--- config.mk ---
export PLATFORM = sky130hd
export DESIGN_NAME = burst_window_addr
export DESIGN_NICKNAME = d
export VERILOG_FILES = /design/src/rtl/burst_window_addr.sv
export SDC_FILE = /design/constraint.sdc
export NUM_CORES = 1
export LEC_CHECK = 0
export CORE_ASPECT_RATIO = 0.8
export CORE_UTILIZATION = 29
export DETAILED_ROUTE_END_ITERATION = 10
export PLACE_DENSITY = 0.83
export RECOVER_POWER = 100
export SYNTH_ARGS = -nofsm -noshare
export SYNTH_HDL_FRONTEND = slang
export SYNTH_SLANG_ARGS = --single-unit
--- constraint.sdc ---
create_clock -name clk -period 3.6 [get_ports clk]
set_clock_uncertainty 0.15 [all_clocks]
set_input_delay 0.54 -clock clk [delete_from_list [all_inputs] [get_ports clk]]
set_output_delay 0.54 -clock clk [all_outputs]
set_load 0.01 [all_outputs]
--- src/rtl/burst_window_addr.sv ---
module burst_window_addr #(
  parameter int AW = 12,
  parameter int DW = 32,
  parameter int OFF_W = 5,
  parameter int NUM_REGS = 24,
  parameter logic [AW-1:0] RF_BASE = 'h100
) (
  input  logic             clk,
  input  logic             rst_n,
  input  logic             cfg_we,
  input  logic [OFF_W-1:0] cfg_base_off,
  input  logic [OFF_W-1:0] cfg_burst_len,
  input  logic             win_valid,
  input  logic             win_write,
  input  logic [DW-1:0]    win_wdata,
  output logic             win_ready,
  output logic [DW-1:0]    win_rdata,
  output logic             win_oor,
  output logic             rf_en,
  output logic             rf_we,
  output logic [AW-1:0]    rf_addr,
  output logic [DW-1:0]    rf_wdata,
  input  logic [DW-1:0]    rf_rdata,
  input  logic             rf_ready
);
  localparam int SW = OFF_W + 1;
  localparam logic [AW-1:0] LAST_ADDR = RF_BASE + AW'((NUM_REGS - 1) * 4);

  logic [OFF_W-1:0] base_q, len_q, idx_q;
  logic [SW-1:0]    slot;
  logic             fire;

  assign slot      = {1'b0, base_q} + {1'b0, idx_q};
  assign win_oor   = (int'(slot) >= NUM_REGS);
  assign rf_addr   = win_oor ? LAST_ADDR : RF_BASE + (AW'(slot) << 2);
  assign win_ready = win_oor | rf_ready;
  assign rf_en     = win_valid & ~win_oor;
  assign rf_we     = rf_en & win_write;
  assign rf_wdata  = win_wdata;
  assign win_rdata = win_oor ? '0 : rf_rdata;
  assign fire      = win_valid & win_ready;

  always_ff @(posedge clk) begin
    if (!rst_n) begin
      base_q <= '0;
      len_q  <= '0;
      idx_q  <= '0;
    end else if (cfg_we) begin
      base_q <= cfg_base_off;
      len_q  <= cfg_burst_len;
      idx_q  <= '0;
    end else if (fire) begin
      idx_q <= (idx_q == len_q) ? '0 : idx_q + OFF_W'(1);
    end
  end
endmodule

==> impl_metrics.csv <==
group,metric,value,unit
outcome,run_status,"finished, final reports clean",
timing,final.period_utilization,97.2,%
pwr,p_total,0.495,mW
floorplan,die_area,5400,um^2
floorplan,core,4730,um^2
cts,cts_tree,"done",
synth,synth_top_area_cell,"buf_4",
place,dp_hpwl,3070,um
timing,hold_violations,0,
synth,synth_most_common_cell,"buf_4",
floorplan,row_count,22,
floorplan,initial_core_util,31.3,%
cells_and_area,nNetsFinal,319,
synth,synth_seq_area_share,20.3,%
synth,synth_edf_count,0,
detailed_routing,route.detailed.wl_per_inst,13.4,um
setup_path,worstPathArrival,2.81,ns
pwr,power_density,221,nW/um^2
synth,synth_cells,176,
synth,ys.flop_type,"dfxtp_1",
synth,synth_commonest_cells,"buf_4 (40), and3_1 (33), dfxtp_1 (15)",
global_route,grt_antenna_before_repair,0,
detailed_routing,drtPass1Iterations,4,
cells_and_area,syn2layout_area_growth,51.3,%
setup_path,cp_max_fo,16,
global_route,grt_overflow_total,0,
detailed_routing,postRouteAntennaNets,0,
synth,synth_cell_types,37,
global_route,grt.total_usage,12.8,%
timing,clock.fmax,286,MHz
detailed_routing,post_drt_via_cell_ratio,4.46,
timing,setup_viol,0,
worst_hold_path,hold_path_class,"flop to flop",
floorplan,ios,160,
detailed_routing,drt_wl_total,3890,um
place,dp_slack,0.216,ns
pwr,p_leak,0.984,nW
cts,clk_latency,0.25,ns
setup_path,start_kind,"flop",
cts,hold_buffers,0,
setup_path,criticalPathCategory,"flop to output port",
global_route,grt_pass1_wl,5400,um
run,timing.max_cap.violations,0,
cts,htreeDepth,1,
synth,synth-seq-cells,15,
timing,slew_headroom,36.5,%
detailed_routing,drc,0,
floorplan,die_w,81.9,um
timing,fin_setup_tns,0,ns
cts,cts_max_path_buffers,2,
cts,cts_root_buf,"clkbuf_8",
place,place_area,2160,um^2
synth,syn_avg_cell_area,8.41,um^2
cells_and_area,n_fill_cell,468,
place,port_buffers,88,
cells_and_area,layout-drive-gt1-share,9.09,%
place,globalplace.congestion,0.725,
cts,cts.reportedPaths.clkPinSlew,0.06,ns
global_route,grt_pass1_vias,1154,
floorplan,die_y,65.9,um
synth,yosysWarnings,0,
detailed_routing,vias,1299,
timing,setup_ws,0.100,ns
cts,cts_buffers,3,
synth,syn-cell-area,1480,um^2
setup_path,worstSetupEndpointType,"output port",
global_route,grt_max_degree,33,
pwr,ir_worst_vdd,0.000146,V
synth,synthArstFlopShare,0,%
cells_and_area,antenna_cells,0,
setup_path,required,2.91,ns
timing,min_period,3.50,ns
detailed_routing,drt_iter0_drc,41,
timing,slew_viol_final,0,
synth,synthTopCellsByArea,"buf_4 (20%), dfxtp_1 (20%), and3_1 (14%), mux2i_1 (6.8%), ha_1 (5.1%)",
cts,cts.sinks,15,
cells_and_area,stdcell_area,2240,um^2
synth,synth_top_area_share,20.3,%
timing,worstMarginPinSlew,0.940,ns
-- metrics by stage --
step	hold slack [ns]	utilization, %	instances
2_1_floorplan	0.340	-	181
3_3_place_gp	0.364	45.7	284
3_5_place_dp	0.379	45.7	284
4_1_cts	0.393	46.8	288
5_1_grt	0.415	47.3	291
6_report	0.384	47.3	291
-- sequential cells by signal (all words and copies together), names as in the netlist --
register	count
idx_q	5
len_q	5
base_q	5
-- layout make-up --
type / instances / area [um^2] / area share (%)
Inverter: 2 / 7.51 / 0.335
Clock buffer: 3 / 41.3 / 1.84
Clock inverter: 1 / 5.00 / 0.223
Sequential cell: 15 / 300 / 13.4
Multi-Input combinational cell: 116 / 857 / 38.3
Timing Repair Buffer: 94 / 953 / 42.6
Tap cell: 60 / 75.1 / 3.35
-- cell usage in the layout (no fill, tap or decap), types with 2 or more instances in the layout --
cell and n:
clkdlybuf4s25_1 14, xor2_1 2, a21oi_2 2, nand2b_1 2
clkbuf_8 3, ha_1 6, nand2_1 7, xnor2_1 6
o21bai_1 2, and3_1 33, dlygate4sd2_1 4, mux2i_1 10
dlygate4sd3_1 5, nor2b_1 10, dfxtp_1 15, a21oi_1 3
buf_4 4, conb_1 7, a211oi_2 2, nor2_1 3
inv_1 2, nand3_1 2, clkdlybuf4s50_1 64
-- power breakdown --
part	internal, mW	switching [mW]	total [mW]	leakage [nW]
Combinational	0.116	0.0631	0.179	0.836
Clock	0.0766	0.0595	0.136	0.0255
Sequential	0.173	0.00592	0.179	0.123
-- layer usage --
metal / GRT usage, % / part of all wire, % / vias up / wire [um]
li1: - / - / 664 / -
met4: 2.63 / 0.69 / 0 / 27
met2: 22.8 / 49 / 51 / 1920
met5: 0 / 0 / - / 0
met3: 4.41 / 8.5 / 6 / 329
met1: 14.5 / 42 / 578 / 1620
-- worst max-delay path, cell delays in order (launching register included) --
cell	delay, ns
dfxtp_1	0.37
ha_1	0.24
fa_2	0.36
and3_4	0.20
or3_4	0.39
nand4_4	0.13
clkbuf_16	0.18
and3_1	0.15
clkdlybuf4s50_1	0.53
-- cell families after synthesis --
kind of cell | synth area share (%)
and+or+nand+nor | 27.8
buffers and inverters | 22.8
AOI/OAI and AO/OA | 10.7
DFF | 20.3
muxes | 6.76
xor gates and xnor gates | 4.73
adders and majority gates | 6.42
other | 0.507
-- final timing paths --
path                                 from            end  slack [ns]  cells after the start
worst max-delay path             idx_q[0]  win_rdata[13]        0.10                      8
worst min register to register  base_q[0]      base_q[0]        0.38                      2
worst max register to register   idx_q[0]       idx_q[2]        0.53                      8
worst min-delay path            base_q[0]      base_q[0]        0.38                      2
-- timing repair --
action	in CTS	in global routing
setup buffers	0	2
setup endpoints to repair	33	29
resized for setup	6	16
pin swaps	0	1
gates cloned	0	1
No activity file was read; power rests on OpenSTA's default activity.
